### src/rtl/ninebit_tx_pkg.sv
package ninebit_tx_pkg;

  localparam int WORD_W    = 9;
  localparam int MAX_WORDS = 3;
  localparam int FRAME_W   = WORD_W * MAX_WORDS;
  localparam int BITS_W    = $clog2(FRAME_W + 1);

  typedef enum logic [1:0] {
    LEN_CMD  = 2'd0,
    LEN_BYTE = 2'd1,
    LEN_HALF = 2'd2,
    LEN_RSVD = 2'd3
  } len_e;

  typedef enum logic [2:0] {
    ST_IDLE,
    ST_LEAD,
    ST_LOW,
    ST_HIGH,
    ST_GAP_A,
    ST_GAP_B
  } seq_e;

  // Number of serial bits a length code produces (reserved acts as command only).
  function automatic logic [BITS_W-1:0] frame_bits(input logic [1:0] len);
    case (len)
      LEN_BYTE: frame_bits = BITS_W'(2 * WORD_W);
      LEN_HALF: frame_bits = BITS_W'(3 * WORD_W);
      default:  frame_bits = BITS_W'(WORD_W);
    endcase
  endfunction

  // Frame image, left aligned: the first bit to send is bit FRAME_W-1.
  function automatic logic [FRAME_W-1:0] pack_frame(input logic [7:0]  code,
                                                    input logic [1:0]  len,
                                                    input logic [15:0] data);
    case (len)
      LEN_BYTE: pack_frame = {1'b0, code, 1'b1, data[7:0], 9'd0};
      LEN_HALF: pack_frame = {1'b0, code, 1'b1, data[15:8], 1'b1, data[7:0]};
      default:  pack_frame = {1'b0, code, 18'd0};
    endcase
  endfunction

endpackage

### src/rtl/nbtx_phase_timer.sv
module nbtx_phase_timer #(
  parameter int HALF = 4
) (
  input  logic clk,
  input  logic rst_n,
  input  logic run,
  output logic phase_end
);
  localparam int CW = (HALF > 1) ? $clog2(HALF) : 1;
  localparam logic [CW-1:0] LAST = CW'(HALF - 1);

  logic [CW-1:0] cnt;

  assign phase_end = run && (cnt == LAST);

  always_ff @(posedge clk or negedge rst_n) begin
    if (!rst_n)         cnt <= '0;
    else if (!run)      cnt <= '0;
    else if (phase_end) cnt <= '0;
    else                cnt <= cnt + CW'(1);
  end
endmodule

### src/rtl/nbtx_shifter.sv
module nbtx_shifter #(
  parameter int W = 27
) (
  input  logic         clk,
  input  logic         rst_n,
  input  logic         load,
  input  logic [W-1:0] load_val,
  input  logic         shift,
  output logic         msb
);
  logic [W-1:0] sh;

  assign msb = sh[W-1];

  always_ff @(posedge clk or negedge rst_n) begin
    if (!rst_n)     sh <= '0;
    else if (load)  sh <= load_val;
    else if (shift) sh <= {sh[W-2:0], 1'b0};
  end
endmodule

### src/rtl/nbtx_seq.sv
module nbtx_seq
  import ninebit_tx_pkg::*;
(
  input  logic              clk,
  input  logic              rst_n,
  input  logic              accept,
  input  logic [BITS_W-1:0] bits_total,
  input  logic              phase_end,
  output seq_e              state,
  output logic              shift,
  output logic              last_edge,
  output logic              done_q
);
  logic [BITS_W-1:0] bits_left;

  assign shift     = (state == ST_HIGH) && phase_end;
  assign last_edge = shift && (bits_left == BITS_W'(1));

  always_ff @(posedge clk or negedge rst_n) begin
    if (!rst_n) begin
      state     <= ST_IDLE;
      bits_left <= '0;
      done_q    <= 1'b0;
    end else begin
      done_q <= last_edge;
      case (state)
        ST_IDLE: if (accept) begin
          state     <= ST_LEAD;
          bits_left <= bits_total;
        end
        ST_LEAD:  if (phase_end) state <= ST_LOW;
        ST_LOW:   if (phase_end) state <= ST_HIGH;
        ST_HIGH:  if (phase_end) begin
          if (last_edge) state <= ST_GAP_A;
          else begin
            state     <= ST_LOW;
            bits_left <= bits_left - BITS_W'(1);
          end
        end
        ST_GAP_A: if (phase_end) state <= ST_GAP_B;
        ST_GAP_B: if (phase_end) state <= ST_IDLE;
        default:  state <= ST_IDLE;
      endcase
    end
  end
endmodule

### src/rtl/ninebit_cmd_tx.sv
module ninebit_cmd_tx
  import ninebit_tx_pkg::*;
#(
  parameter int CLK_DIV = 8
) (
  input  logic        clk,
  input  logic        rst_n,
  input  logic        req_valid,
  output logic        req_ready,
  input  logic [7:0]  req_reg,
  input  logic [1:0]  req_len,
  input  logic [15:0] req_data,
  output logic        sclk,
  output logic        sdo,
  output logic        cs_n,
  output logic        done
);
  localparam int HALF = CLK_DIV / 2;

  seq_e state;
  logic accept;
  logic phase_end;
  logic run;
  logic shift_evt;
  logic last_edge;
  logic frame_live;

  assign req_ready  = (state == ST_IDLE);
  assign accept     = req_valid && req_ready;
  assign run        = (state != ST_IDLE);
  assign frame_live = (state == ST_LEAD) || (state == ST_LOW) || (state == ST_HIGH);

  nbtx_phase_timer #(.HALF(HALF)) u_timer (
    .clk       (clk),
    .rst_n     (rst_n),
    .run       (run),
    .phase_end (phase_end)
  );

  nbtx_shifter #(.W(FRAME_W)) u_shift (
    .clk      (clk),
    .rst_n    (rst_n),
    .load     (accept),
    .load_val (pack_frame(req_reg, req_len, req_data)),
    .shift    (shift_evt),
    .msb      (sdo)
  );

  nbtx_seq u_seq (
    .clk        (clk),
    .rst_n      (rst_n),
    .accept     (accept),
    .bits_total (frame_bits(req_len)),
    .phase_end  (phase_end),
    .state      (state),
    .shift      (shift_evt),
    .last_edge  (last_edge),
    .done_q     (done)
  );

  assign cs_n = !frame_live;
  assign sclk = (state != ST_LOW);
endmodule

### config.mk
export PLATFORM = sky130hd
export DESIGN_NAME = ninebit_cmd_tx
export DESIGN_NICKNAME = d
export VERILOG_FILES = /design/src/rtl/ninebit_tx_pkg.sv /design/src/rtl/nbtx_phase_timer.sv /design/src/rtl/nbtx_shifter.sv /design/src/rtl/nbtx_seq.sv /design/src/rtl/ninebit_cmd_tx.sv
export SDC_FILE = /design/constraint.sdc
export NUM_CORES = 1
export LEC_CHECK = 0
export BUFFER_PORTS_ARGS = -buffer_cell sky130_fd_sc_hd__buf_4
export CORE_MARGIN = 4
export CORE_UTILIZATION = 56
export CTS_BUF_LIST = sky130_fd_sc_hd__clkbuf_4 sky130_fd_sc_hd__clkbuf_8
export DETAILED_ROUTE_END_ITERATION = 16
export PLACE_DENSITY = 0.79
export SYNTH_ARGS = -nofsm -noshare
export SYNTH_HDL_FRONTEND = slang
export SYNTH_HIERARCHICAL = 1
export SYNTH_SLANG_ARGS = --single-unit
### constraint.sdc
create_clock -name clk -period 2 [get_ports clk]
set_clock_uncertainty 0.1 [all_clocks]
set_input_delay 0.3 -clock clk [delete_from_list [all_inputs] [get_ports clk]]
set_output_delay 0.3 -clock clk [all_outputs]
set_load 0.02 [all_outputs]
### Word level (Yosys, flattened, before mapping)

Index checks and enable logic that the tools add are counted.

| operators by class | value |
|---|---|
| add/sub/neg operators | 2 |
| equality and inequality tests | 17 |
| mux-type cells | 18 |
| reductions and logical operators | 13 |

Operators by type and width:

| cell | count |
|---|---|
| $mux 27 | 2 |
| $pmux 18 s2 | 1 |
| $mux 3 | 7 |
| $pmux 5 s2 | 2 |
| $pmux 3 s6 | 1 |
| $mux 5 | 3 |
| $ne 2x1->1 const B | 6 |
| $eq 3x2->1 const B | 2 |
| $eq 3x3->1 const B | 2 |
| $reduce_and 6->1 | 1 |
| $eq 5x1->1 const B | 1 |
| $sub 5x1->5 const B | 1 |
| $eq 2x2->1 const B | 2 |
| $logic_and 1x1->1 | 4 |
| $mux 2 | 2 |
| $reduce_and 4->1 | 1 |
| $reduce_bool 2->1 | 2 |
| $eq 3x1->1 const B | 1 |
| $logic_not 3->1 | 1 |
| $ne 3x2->1 const B | 1 |
| $reduce_bool 3->1 | 1 |
| $add 2x1->2 const B | 1 |
| $eq 2x1->1 const B | 1 |
| $logic_or 1x1->1 | 2 |
| 2 further kinds | 2 |

| storage, ports and cells | value |
|---|---|
| bits in registers | 38 |
| bits of input ports | 29 |
| output and inout port bits | 5 |
| logic and storage cells | 55 |

### Logic depth before layout (Yosys ltp)

Gate-level depths: netlist (run 1).

| logic depth | value |
|---|---|
| depth in word-level cells | 7 |
| mapped depth | 9 |
| depth with buffers taken out | 7 |

### By module

The synthesis (run 1) kept the hierarchy.

By module, submodules not included:

| module | instances | cells an instance | area an instance (um^2) | seq. area each (um^2) |
|---|---|---|---|---|
| nbtx_shifter | 1 | 117 | 1262.5 | 675.6 |
| nbtx_seq | 1 | 59 | 570.5 | 225.2 |
| ninebit_cmd_tx | 1 | 40 | 282.8 | 0.0 |
| nbtx_phase_timer | 1 | 6 | 91.3 | 50.0 |

### Worst setup path before layout (run 1)

No wires, ideal clock.

| timing | value |
|---|---|
| path kind | flip-flop to flip-flop |
| start | reg u_seq.state[2] |
| end | reg u_shift.sh[12] |
| library setup time | 0.129 ns |
| arrival time | 1.849 ns |
| required time | 1.771 ns |
| setup slack | -0.078 ns |
| stages on the path, launching flop included | 10 |
| path buffers | 2 |
| path through | dfrtp_1 nor3_2 inv_1 and2_2 nand4b_4 inv_1 buf_6 buf_12 mux2i_1 o21ai_2 |

| on the way | value |
|---|---|
| elaborated cells between the ends (all ways) | 8 |

RTL lines:

| what | line | RTL |
|---|---|---|
| from (decl) | nbtx_seq.sv:9 | `output seq_e state,` |
| from (signal assigned) | nbtx_seq.sv:21 | `state <= ST_IDLE;` |
| from (signal assigned) | nbtx_seq.sv:28 | `state <= ST_LEAD;` |
| from (signal assigned) | nbtx_seq.sv:31 | `ST_LEAD: if (phase_end) state <= ST_LOW;` |
| $logic_not 3->1 * | ninebit_cmd_tx.sv:28 | `assign req_ready = (state == ST_IDLE);` |
| net req_ready | ninebit_cmd_tx.sv:9 | `output logic req_ready,` |
| $logic_and 1x1->1 * | ninebit_cmd_tx.sv:29 | `assign accept = req_valid && req_ready;` |
| $mux 27 / $reduce_bool 2->1 (equally long branches) | -- |  |
| to (signal assigned) | nbtx_shifter.sv:17 | `else if (load) sh <= load_val;` |
| to (signal assigned) | nbtx_shifter.sv:18 | `else if (shift) sh <= {sh[W-2:0], 1'b0};` |
| to (decl) | nbtx_shifter.sv:11 | `logic [W-1:0] sh;` |

Mark *: on every way through the listed nets, which the timed path passes. The rest lies on a longest branch.
A chain may end at the register's enable or synchronous reset.

### Final worst setup path (run 1)

| timing | value |
|---|---|
| start | reg u_timer.cnt[0] |
| end | reg u_shift.sh[24] |

| on the way | value |
|---|---|
| cells in the longest elaborated chain, start to end | 4 |

RTL lines:

| what | line | RTL |
|---|---|---|
| from (decl) | nbtx_phase_timer.sv:12 | `logic [CW-1:0] cnt;` |
| from (signal assigned) | nbtx_phase_timer.sv:20 | `else cnt <= cnt + CW'(1);` |
| $eq 2x2->1 | nbtx_phase_timer.sv:14 | `assign phase_end = run && (cnt == LAST);` |
| $logic_and 1x1->1 | nbtx_phase_timer.sv:14 |  |
| net phase_end | ninebit_cmd_tx.sv:22 | `logic phase_end;` |
| $logic_and 1x1->1 | nbtx_seq.sv:16 | `assign shift = (state == ST_HIGH) && phase_end;` |
| net shift_evt | ninebit_cmd_tx.sv:24 | `logic shift_evt;` |
| $reduce_bool 2->1 (no line) | -- |  |

The timed path passes the listed nets, and every way through them passes these cells.

==> results of run 1 <==
-- cell usage after synthesis, types with 2 or more instances --
| master | number |
|---|---|
| sky130_fd_sc_hd__dfrtp_1 | 38 |
| sky130_fd_sc_hd__nand2_1 | 27 |
| sky130_fd_sc_hd__mux2i_1 | 26 |
| sky130_fd_sc_hd__o21ai_1 | 19 |
| sky130_fd_sc_hd__o21ai_0 | 15 |
| sky130_fd_sc_hd__nor2_1 | 13 |
| sky130_fd_sc_hd__inv_1 | 10 |
| sky130_fd_sc_hd__and2_2 | 7 |
| sky130_fd_sc_hd__a21oi_1 | 6 |
| sky130_fd_sc_hd__a22oi_1 | 6 |
| sky130_fd_sc_hd__ha_1 | 6 |
| sky130_fd_sc_hd__buf_2 | 5 |
| sky130_fd_sc_hd__and2_1 | 3 |
| sky130_fd_sc_hd__buf_6 | 3 |
| sky130_fd_sc_hd__clkbuf_1 | 3 |
| sky130_fd_sc_hd__nor3_1 | 3 |
| sky130_fd_sc_hd__a22oi_2 | 2 |
| sky130_fd_sc_hd__buf_12 | 2 |
| sky130_fd_sc_hd__nand2b_1 | 2 |
| sky130_fd_sc_hd__nor2_2 | 2 |
-- placed cells by master (no fill, tap or decap), types with 7 or more instances in the layout --
cell and instances:
sky130_fd_sc_hd__and2_2 7, sky130_fd_sc_hd__buf_4 39, sky130_fd_sc_hd__dfrtp_1 38, sky130_fd_sc_hd__inv_1 10, sky130_fd_sc_hd__mux2i_1 26, sky130_fd_sc_hd__nand2_1 27
sky130_fd_sc_hd__nor2_1 13, sky130_fd_sc_hd__o21ai_0 15, sky130_fd_sc_hd__o21ai_1 19
-- path summary, 6_finish.rpt --
kind                                      endpoint  slack [ns]  cells past startpoint            from
worst max-delay path                u_shift/sh[24]        0.12                      7  u_timer/cnt[0]
worst min-delay path                u_shift/sh[25]        0.12                      3      req_reg[7]
worst max register to register      u_shift/sh[24]        0.12                      7  u_timer/cnt[0]
worst min register to register      u_timer/cnt[0]        0.36                      1  u_timer/cnt[0]
max in group asynchronous            u_shift/sh[6]        1.04                      2           rst_n
min in group asynchronous       u_seq/bits_left[2]        0.42                      2           rst_n
-- flip-flops by register name, summed over array words and instances, names as in the netlist --
register and cells:
u_seq/done_q 1, u_timer/cnt 2, u_seq/state 3, u_seq/bits_left 5, u_shift/sh 27
-- stage by stage --
stage / cell area (um^2) / hold slack (ns)
6_report: 2570 / 0.125
3_5_place_dp: 2470 / 0.187
4_1_cts: 2570 / 0.119
5_1_grt: 2570 / 0.120
3_3_place_gp: 2470 / 0.187
2_1_floorplan: 2220 / -0.0956
-- worst register-to-register path, stage by stage, from the launching register on --
cell and delay, ns:
sky130_fd_sc_hd__dfrtp_1 0.38, sky130_fd_sc_hd__ha_1 0.21, sky130_fd_sc_hd__and2_2 0.23, sky130_fd_sc_hd__nand4b_4 0.15, sky130_fd_sc_hd__inv_1 0.14, sky130_fd_sc_hd__buf_12 0.23
sky130_fd_sc_hd__mux2i_1 0.22, sky130_fd_sc_hd__o21ai_0 0.10
-- area by class of cell --
cell class              instances  area (um^2)
repair buffers                 41          323
flip-flops and latches         38          951
clock buffers                   7         90.1
clock inverters                 1         5.00
multi-input cells             160         1110
inverters                      10         37.5
well taps                      48         60.1
fillers                       326         1170
-- power breakdown --
group	switching (mW)	leakage [nW]	total, mW	internal (mW)
sequential	0.183	0.486	1.24	1.06
clock	0.249	0.0517	0.541	0.291
combinational	0.614	0.582	1.16	0.543
total	1.05	1.12	2.94	1.89
-- cell families (layout without fill, tap and decap cells) --
logic type,count (synthesis),count (layout),share of synthesized area
simple gates,69,69,0.180
flops,38,38,0.431
other cells,1,2,0.00170
mux,27,27,0.128
buf+inv,25,59,0.0726
fa+ha+maj,6,6,0.0340
compound gates,56,56,0.153
-- metal layers --
layer / part of all wire / vias up / global-route usage / wire, um
li1: - / 832 / - / -
met1: 0.45 / 800 / 0.242 / 1930
met2: 0.50 / 35 / 0.288 / 2160
met3: 0.048 / 4 / 0.0412 / 207
met4: 0.0083 / 0 / 0.0501 / 36
met5: 0 / - / 0 / 0
==> run summary, run 1 <==
The worst setup path is launched from a register. The netlist area before placement came out at 0.00221 mm^2. The portion of synthesized cell area occupied by the leading cell type is 0.431.

The total power density per cell area came out at 1140 mW/mm^2. The detailed-route wire length per cell is 14.2 um. Yosys attributes the largest share of cell area to sky130_fd_sc_hd__dfrtp_1 43%, sky130_fd_sc_hd__mux2i_1 12%, sky130_fd_sc_hd__nand2_1 4.6%. The clock period minus final worst setup slack came out at 1.88 ns. The global-route wire length before repair came out at 7.17 mm.

The number of antenna-violating nets in the routed design came out at 0. The async set-or-reset flop fraction in the synthesized netlist is 1.00. The buffer cell driving the clock tree root is sky130_fd_sc_hd__clkbuf_8. The gate count of the mapped netlist is 222.

For the worst setup path, the data required time is 2.05 ns. For the final routed database, the setup TNS stands at 0 ns. For this design, the slowest cell found on the critical path is sky130_fd_sc_hd__dfrtp_1. The hold buffer count at cts is 1.

The last weighted congestion value of the routability-driven placer came out at 0.762. Once placement completed, the tool counted placed cells totaling 296. In the routed design, unresolved DRC markers number 0.

The maximum vdd ir drop came out at 0.638 mV. Once layout is complete, the utilization of the core stands at 0.687. Dividing the final minimum period by the clock period gives 0.941. The number of gates resized after CTS was 0.

Setup repair after global routing left no endpoint under its margin. The CTS tree is built. Counting flops and latches in the post-synthesis netlist gives 38. The sum of internal, switching and leakage power came out at 2.94 mW. STA classifies the critical path endpoint as a register. The insertion delay of the later-clocked pin in the worst-skew pair came out at 0.28 ns.

The worst setup path is of the reg -> reg kind. Entering global routing, the biggest net connects 39 pins. The core region is 0.00374 mm^2.

After global routing the overflow that remains totals 0. The initial antenna violation count is 0. In this run, synthesis inferred 0 flip-flops with an integrated enable. The starting density of the core is 0.590. The static leakage came out at 1.12 nW. The non-filler instance count after layout came out at 305. The final-stage net count is 291. The count of boundary I/O pins came out at 34. The warning count from the yosys run is 6. The max-slew violation count came out at 0.

The run finished with clean final reports. The number of CTS-inserted buffers came out at 5. The via count of the first global-routing pass came out at 1570. The number of vias after detailed routing came out at 1671. The slew at the pin closest to its max-slew limit came out at 0.502 ns. The kind of cell with the highest combined delay along the critical path is flip-flops. The maximum operating frequency came out at 531 MHz.

The number of distinct standard cells referenced by the synthesized netlist came out at 44. Once detailed placement completed, the half-perimeter wirelength came to 3.13 mm. The average cell area after synthesis is 9.94 um^2. The largest total area in the synthesized netlist belongs to sky130_fd_sc_hd__dfrtp_1. The detailed-route wire length is 4.34 mm. The max-slew headroom at the worst pin is 0.666. Input and output buffers added on the ports amount to 33. In the final layout, the share of cells above drive strength 1 is 0.261. The number of iterations in the first detailed-routing pass came out at 4.

In the global route stage, overall resource usage came out at 0.179. From synthesis to final layout, the design area changed by 16.6%. The largest driver fanout on the critical path came out at 27. The diode insertion count for antenna repair is 0.

In the routed layout, each cell is associated on average with a via count of 5.48. The CTS sink count is 38. The combined buffer and inverter count along the critical path came out at 2. The setup violation total in the final timing report came out at 0. Traced cell by cell, the critical path runs through ha_1, and2_2, nand4b_4, inv_1, buf_12, mux2i_1, o21ai_0. The detailed router's first-iteration violation count is 89.

The maximum number of buffers from clock root to sink came out at 2. The number of maximum-capacitance violations came out at 0. The worst hold path class is in -> reg. The delay of the slowest cell on the worst path is 0.38 ns.

The sequential element share of the synthesized area came out at 0.431. The chip height came out at 70.8 um. The H-tree level count came out at 2. The worst slack at placement is 0.152 ns.

STA puts the critical path data arrival time at 1.93 ns. The clock transition at the registers of the reported paths came out at 0.07 ns. The cell row count is 22. The least setup slack across all paths after layout came out at 0.117 ns. The die covers 0.00501 mm^2. The count of final hold-check violations is 0. The die is 70.8 um wide. Among all flip-flop cells after synthesis, the most frequent one is sky130_fd_sc_hd__dfrtp_1. The number of setup buffers added after CTS is 0.
Power figures use the tool's default switching activity.
==> inputs of run 2 (changes only) <==
--- a/config.mk
+++ b/config.mk
@@ -6,11 +6,13 @@
 export NUM_CORES = 1
 export LEC_CHECK = 0
 export BUFFER_PORTS_ARGS = -buffer_cell sky130_fd_sc_hd__buf_4
+export CELL_PAD_IN_SITES_DETAIL_PLACEMENT = 0
+export CELL_PAD_IN_SITES_GLOBAL_PLACEMENT = 1
 export CORE_MARGIN = 4
-export CORE_UTILIZATION = 56
+export CORE_UTILIZATION = 45
 export CTS_BUF_LIST = sky130_fd_sc_hd__clkbuf_4 sky130_fd_sc_hd__clkbuf_8
 export DETAILED_ROUTE_END_ITERATION = 16
-export PLACE_DENSITY = 0.79
+export PLACE_DENSITY_LB_ADDON = 0.1
 export SYNTH_ARGS = -nofsm -noshare
 export SYNTH_HDL_FRONTEND = slang
 export SYNTH_HIERARCHICAL = 1
==> run summary, run 2 (synthesis results as in run 1) <==
The library cell used most frequently in the layout, excluding fill and tap cells, is sky130_fd_sc_hd__buf_4. The maximum vdd ir drop is 0.581 mV. The detailed-route wire length per cell is 13.1 um. The arrival time of the worst setup path came out at 1.42 ns. The number of vias after detailed routing came out at 1630.

Dividing total power by cell area gives a power density of 1120 mW/mm^2. The die covers 0.00609 mm^2. The number of iterations in the first detailed-routing pass is 4. The via count of the first global-routing pass came out at 1648. The count of boundary I/O pins came out at 34. Overall power consumption after layout is estimated at 2.93 mW. The worst endpoint required time is 1.60 ns. The initial utilization of the core area, before any placement, comes to 0.467.

The slew at the pin closest to its max-slew limit is 0.530 ns. The via-per-instance ratio came out at 5.02. The core outline area came out at 0.00472 mm^2. The count of final hold-check violations came out at 0. The clock period minus final worst setup slack came out at 1.82 ns. From synthesis to final layout, the design area changed by 18.0%.

The total congestion overflow after global routing came out at 0. The register bank with the most flops is u_shift/sh. The post-route DRC violation count is 0. The chip width came out at 78.0 um.

The number of flip-flops under the largest register name is 27. The final-stage net count is 292. The top cell types in the final layout, fill and taps aside, are 40 x sky130_fd_sc_hd__buf_4, 38 x sky130_fd_sc_hd__dfrtp_1, 27 x sky130_fd_sc_hd__nand2_1, 26 x sky130_fd_sc_hd__mux2i_1, 19 x sky130_fd_sc_hd__o21ai_1. In the final layout, the multi-input gates occupy 0.00111 mm^2. The worst hold path class is in -> reg.

The detailed-route wire length came out at 4.26 mm. STA classifies the critical path endpoint as an output port. The global-route usage over all layers came out at 0.152.

The max-slew violation count came out at 0. By startpoint and endpoint, the worst setup path is classified as reg -> out. The initial antenna violation count came out at 0.

The final total negative setup slack came out at 0 ns. The final critical-path share of the clock period came out at 0.912. The diode insertion count for antenna repair came out at 0. Clock tree synthesis inserted a total of 5 buffers. At the end of routability-driven placement, the weighted congestion stood at 0.738.

The run finished with clean final reports. In this run the number of H-tree levels came out at 2. The max-slew headroom at the worst pin came out at 0.647. The worst setup path is launched from a register. TritonCTS built the clock tree. The chip height is 78.0 um. The maximum number of buffers from clock root to sink is 2.

Clock-pin slew was measured on the worst setup and hold paths at 0.07 ns. In this run the worst path has a maximum fanout of 10. The static leakage is 1.12 nW. The count of filler cells inserted in the layout is 449. The detailed router's first-iteration violation count is 59.

The detail route stage leaves a number of antenna-violating nets equal to 0. In the final layout, the registers with the most flip-flops are u_shift/sh (27), u_seq/bits_left (5), u_seq/state (3). The buffer cell driving the clock tree root is sky130_fd_sc_hd__clkbuf_8. The sequential cell area came out at 951 um^2. The cell row count is 25. The tree built by TritonCTS fans out to 38 sinks. Setup repair after global routing left no endpoint under its margin. In the final layout, the share of cells above drive strength 1 is 0.267. The insertion delay of the later-clocked pin in the worst-skew pair is 0.29 ns. The number of input and output port buffers inserted came out at 33.

After legalization and detailed placement, the total HPWL measured 2.94 mm. Setup violations remaining at the end of the flow were counted as 0. The number of maximum-capacitance violations came out at 0. The maximum operating frequency came out at 548 MHz. The first global-routing pass estimated 7.45 mm of wire. Once the clock tree was built, the resizer swapped 0 gates to a different size. Entering global routing, the biggest net connects 57 pins.
run 2: cell types whose count changed in the layout (fill, tap and decap cells not counted):
cell / change
sky130_fd_sc_hd__clkbuf_4: -1
sky130_fd_sc_hd__clkinvlp_4: +1
sky130_fd_sc_hd__and2_2: +1
sky130_fd_sc_hd__and2_1: -1
sky130_fd_sc_hd__buf_4: +1
run 2: area by class of cell:
| cell class | count | area share |
|---|---|---|
| Multi-Input combinational cell | 160 | 0.425 |
| Sequential cell | 38 | 0.365 |
| Timing Repair Buffer | 42 | 0.127 |
| Tap cell | 67 | 0.0322 |
| Clock buffer | 6 | 0.0317 |
| Inverter | 10 | 0.0144 |
| Clock inverter | 2 | 0.00480 |
run 2: worst max-delay path: stages (launching register included):
cell and delay, ns:
sky130_fd_sc_hd__dfrtp_1 0.41, sky130_fd_sc_hd__buf_4 0.19, sky130_fd_sc_hd__or3b_1 0.37, sky130_fd_sc_hd__buf_4 0.16
run 2: metal layers:
layer	wire length, um	track usage	vias to the layer above
li1	-	-	835
met1	2050	0.194	769
met2	2020	0.253	19
met3	123	0.0356	7
met4	63	0.0524	0
met5	0	0	-
run 2: worst paths after layout:
path / slack [ns] / startpoint / endpoint / depth (start not counted)
hold / removal: 0.12 / req_reg[7] / u_shift/sh[25] / 3
min in group asynchronous: 0.41 / rst_n / u_shift/sh[21] / 2
max in group asynchronous: 1.06 / rst_n / u_shift/sh[6] / 2
setup / recovery: 0.18 / u_seq/state[0] / sclk / 3
hold reg to reg: 0.36 / u_timer/cnt[0] / u_timer/cnt[0] / 1
setup reg to reg: 0.18 / u_seq/state[0] / u_shift/sh[13] / 8
run 2: timing repair:
| action | 4_1_cts | 5_1_grt |
|---|---|---|
| hold buffers | 1 | 0 |
| buffers inserted | 0 | 0 |
| endpoints found under the hold margin | 38 | 0 |
run 2: through the flow:
step	cell area (um^2)	util	std cells	worst slack (ns)	hold WS (ns)
after floorplan	2220	-	223	0.0101	-0.0956
after global placement	2500	0.529	316	0.221	0.198
after detailed placement	2500	0.529	316	0.193	0.194
after CTS	2610	0.552	325	0.161	0.108
after global routing	2610	0.552	325	0.0138	0.124
final	2610	0.552	325	0.176	0.119
run 2: power by group:
| part | internal [mW] | switching (mW) |
|---|---|---|
| clock network | 0.277 | 0.278 |
| logic | 0.550 | 0.591 |
| registers | 1.06 | 0.179 |
==> inputs of run 3 (changes only) <==
--- a/config.mk
+++ b/config.mk
@@ -13,6 +13,7 @@
 export CTS_BUF_LIST = sky130_fd_sc_hd__clkbuf_4 sky130_fd_sc_hd__clkbuf_8
 export DETAILED_ROUTE_END_ITERATION = 16
 export PLACE_DENSITY_LB_ADDON = 0.1
+export REMOVE_ABC_BUFFERS = 1
 export SYNTH_ARGS = -nofsm -noshare
 export SYNTH_HDL_FRONTEND = slang
 export SYNTH_HIERARCHICAL = 1
==> run summary, run 3 (synthesis results as in run 1) <==
The detailed placement HPWL came out at 2.97 mm. The proportion of total power due to net switching is 0.343. Max-cap violations in this run came to 0. The post-route DRC violation count is 0. The global-route usage over all layers came out at 0.150.

The number of flip-flops under the largest register name came out at 27. The insertion delay of the later-clocked pin in the worst-skew pair is 0.28 ns. The via-per-instance ratio is 5.02.

The worst path in the final design needs a cycle of 1.87 ns, including I/O delays and setup. The share of total power dissipated in the clock network is 0.209. In this run, the number of DRC markers left after iteration 0 of detailed routing was 88. The worst setup path is launched from a register. The core region is 0.00472 mm^2. The tree is rooted in a sky130_fd_sc_hd__clkbuf_8. Summed over all failing endpoints, the final setup total negative slack is 0 ns. The number of input and output port buffers inserted is 33. The relative contribution of sequential cells to total power came out at 0.411. The static leakage came out at 1.12 nW. The cell row count is 25. The total congestion overflow after global routing came out at 0.

The clock passes through at most 2 buffers. The layout has 437 filler cells. The H-tree was split into 2 levels. The die covers 0.00609 mm^2.

The delay of the slowest cell on the worst path came out at 0.39 ns. The commonest non-fill, non-tap cell in the layout is sky130_fd_sc_hd__dfrtp_1. Setup slack closes at 0.132 ns. Grouping stages by cell kind, the critical path spends the most delay in simple AND/OR/NAND/NOR gates. The final critical-path share of the clock period came out at 0.934. The clock transition at the registers of the reported paths came out at 0.07 ns. Data on the critical path is required at its endpoint by 2.11 ns. The area occupied by multi-input gates came out at 0.00110 mm^2. The type of the worst setup path is reg -> reg. The last weighted congestion value of the routability-driven placer is 0.766. In the layout the commonest cells are 38 x sky130_fd_sc_hd__dfrtp_1, 37 x sky130_fd_sc_hd__buf_4, 27 x sky130_fd_sc_hd__nand2_1, 26 x sky130_fd_sc_hd__mux2i_1, 19 x sky130_fd_sc_hd__o21ai_1.

The arrival time of the worst setup path came out at 1.98 ns. For this configuration, the core starts out at a cell density of 0.467. The cell count after placement came out at 314.

The detailed-route wire length is 4.18 mm. The count of final hold-check violations is 0. The number of cells upsized or downsized after cts came out at 0. The worst slack at placement is 0.148 ns. The largest driver fanout on the critical path came out at 9. The max-slew violation count was 0.

The combined buffer and inverter count along the critical path came out at 0. The count of boundary I/O pins is 34. The register bank with the most flops is u_shift/sh. The maximum vdd ir drop is 0.577 mV. The routed layout has 1621 vias. The setup violation total in the final timing report is 0. The sequential cell area came out at 951 um^2.

The CTS tree is built. The endpoint type of the worst setup path is a register. The number of antenna-violating nets in the routed design is 0. The slowest library cell on the worst path is sky130_fd_sc_hd__dfrtp_1. The final-stage net count came out at 290. The initial antenna violation count came out at 0.

The reported net switching power is 1.03 mW. For this run, the detailed router's first-pass iteration total came to 4. The maximum operating frequency came out at 535 MHz. The global-route wire length before repair is 7.36 mm. The via count of the first global-routing pass came out at 1625. The total power density per cell area is 1150 mW/mm^2. Relative to the synthesized area, the layout overhead comes to 18.3%. The chip height came out at 78.0 um. The flow ran to the end, and the final reports show no timing, DRC or antenna violations. The CTS sink count is 38.

The maximum number of pins on one net before global-route repair is 57. The worst hold path class is in -> reg. The detailed-route wire length per cell came out at 12.9 um. The floorplan step set the die width to 78.0 um. In the final layout, the share of cells above drive strength 1 is 0.262. The largest registers in the layout are u_shift/sh (27), u_seq/bits_left (5), u_seq/state (3). The diode insertion count for antenna repair came out at 0.

The internal power of the cells is 1.97 mW. The share of the core filled with cells in the final layout is 0.553. The critical path goes through nor3_2, and2_2, nor4b_4, mux2i_4, a211o_2, o21ai_1. The share of total power in combinational logic is 0.381. Setup repair after global routing left no endpoint under its margin. In this run, CTS created clock tree buffers numbering 5.

The non-filler instance count after layout is 323.
==> run 3: through the flow <==
step / instance area (um^2) / hold slack [ns] / total power [mW]
final: 2610 / 0.122 / 3.00
after global routing: 2610 / 0.126 / 3.24
after floorplan: 2090 / -0.0956 / 2.04
after global placement: 2490 / 0.194 / 2.39
after detailed placement: 2490 / 0.196 / 2.40
after CTS: 2610 / 0.111 / 3.04
==> run 3: power by group through the flow <==
stage,logic (mW),registers [mW],clock network (mW)
2_1_floorplan,0.790,1.25,0
3_3_place_gp,1.14,1.24,0
3_5_place_dp,1.16,1.25,0
4_1_cts,1.16,1.23,0.648
5_1_grt,1.29,1.27,0.682
6_report,1.14,1.23,0.626
==> run 3: path summary, 6_finish.rpt <==
check | startpoint | end | slack (ns) | depth (start not counted)
max | u_seq/state[0] | u_seq/bits_left[0] | 0.13 | 6
min | req_reg[7] | u_shift/sh[25] | 0.12 | 3
max reg2reg | u_seq/state[0] | u_seq/bits_left[0] | 0.13 | 6
min reg2reg | u_timer/cnt[0] | u_timer/cnt[0] | 0.36 | 1
max in group asynchronous | rst_n | u_seq/done_q | 1.06 | 2
min in group asynchronous | rst_n | u_shift/sh[2] | 0.41 | 2
==> run 3: worst min-delay path, delay by kind of cell <==
family	cells	cell delay, ns
simple gates	1	0.03
buf+inv	1	0.07
compound gates	1	0.06
==> run 3: what timing repair did <==
item | in CTS | in global routing
endpoints found under the hold margin | 38 | 0
setup buffers | 0 | 0
hold buffers | 1 | 0
==> run 3: routing by layer <==
metal / part of all wire / vias to the layer above / global-route usage
met4: 0.010 / 0 / 0.0367
met1: 0.49 / 766 / 0.198
met3: 0.038 / 5 / 0.0401
met5: 0 / - / 0
met2: 0.46 / 20 / 0.247
li1: - / 830 / -
==> run 3: final cells by class <==
cell class	instances	area share
clock buffers	5	0.0264
clock inverters	3	0.0153
inverters	10	0.0144
multi-input cells	160	0.422
flip-flops and latches	38	0.364
well taps	67	0.0321
repair buffers	40	0.126
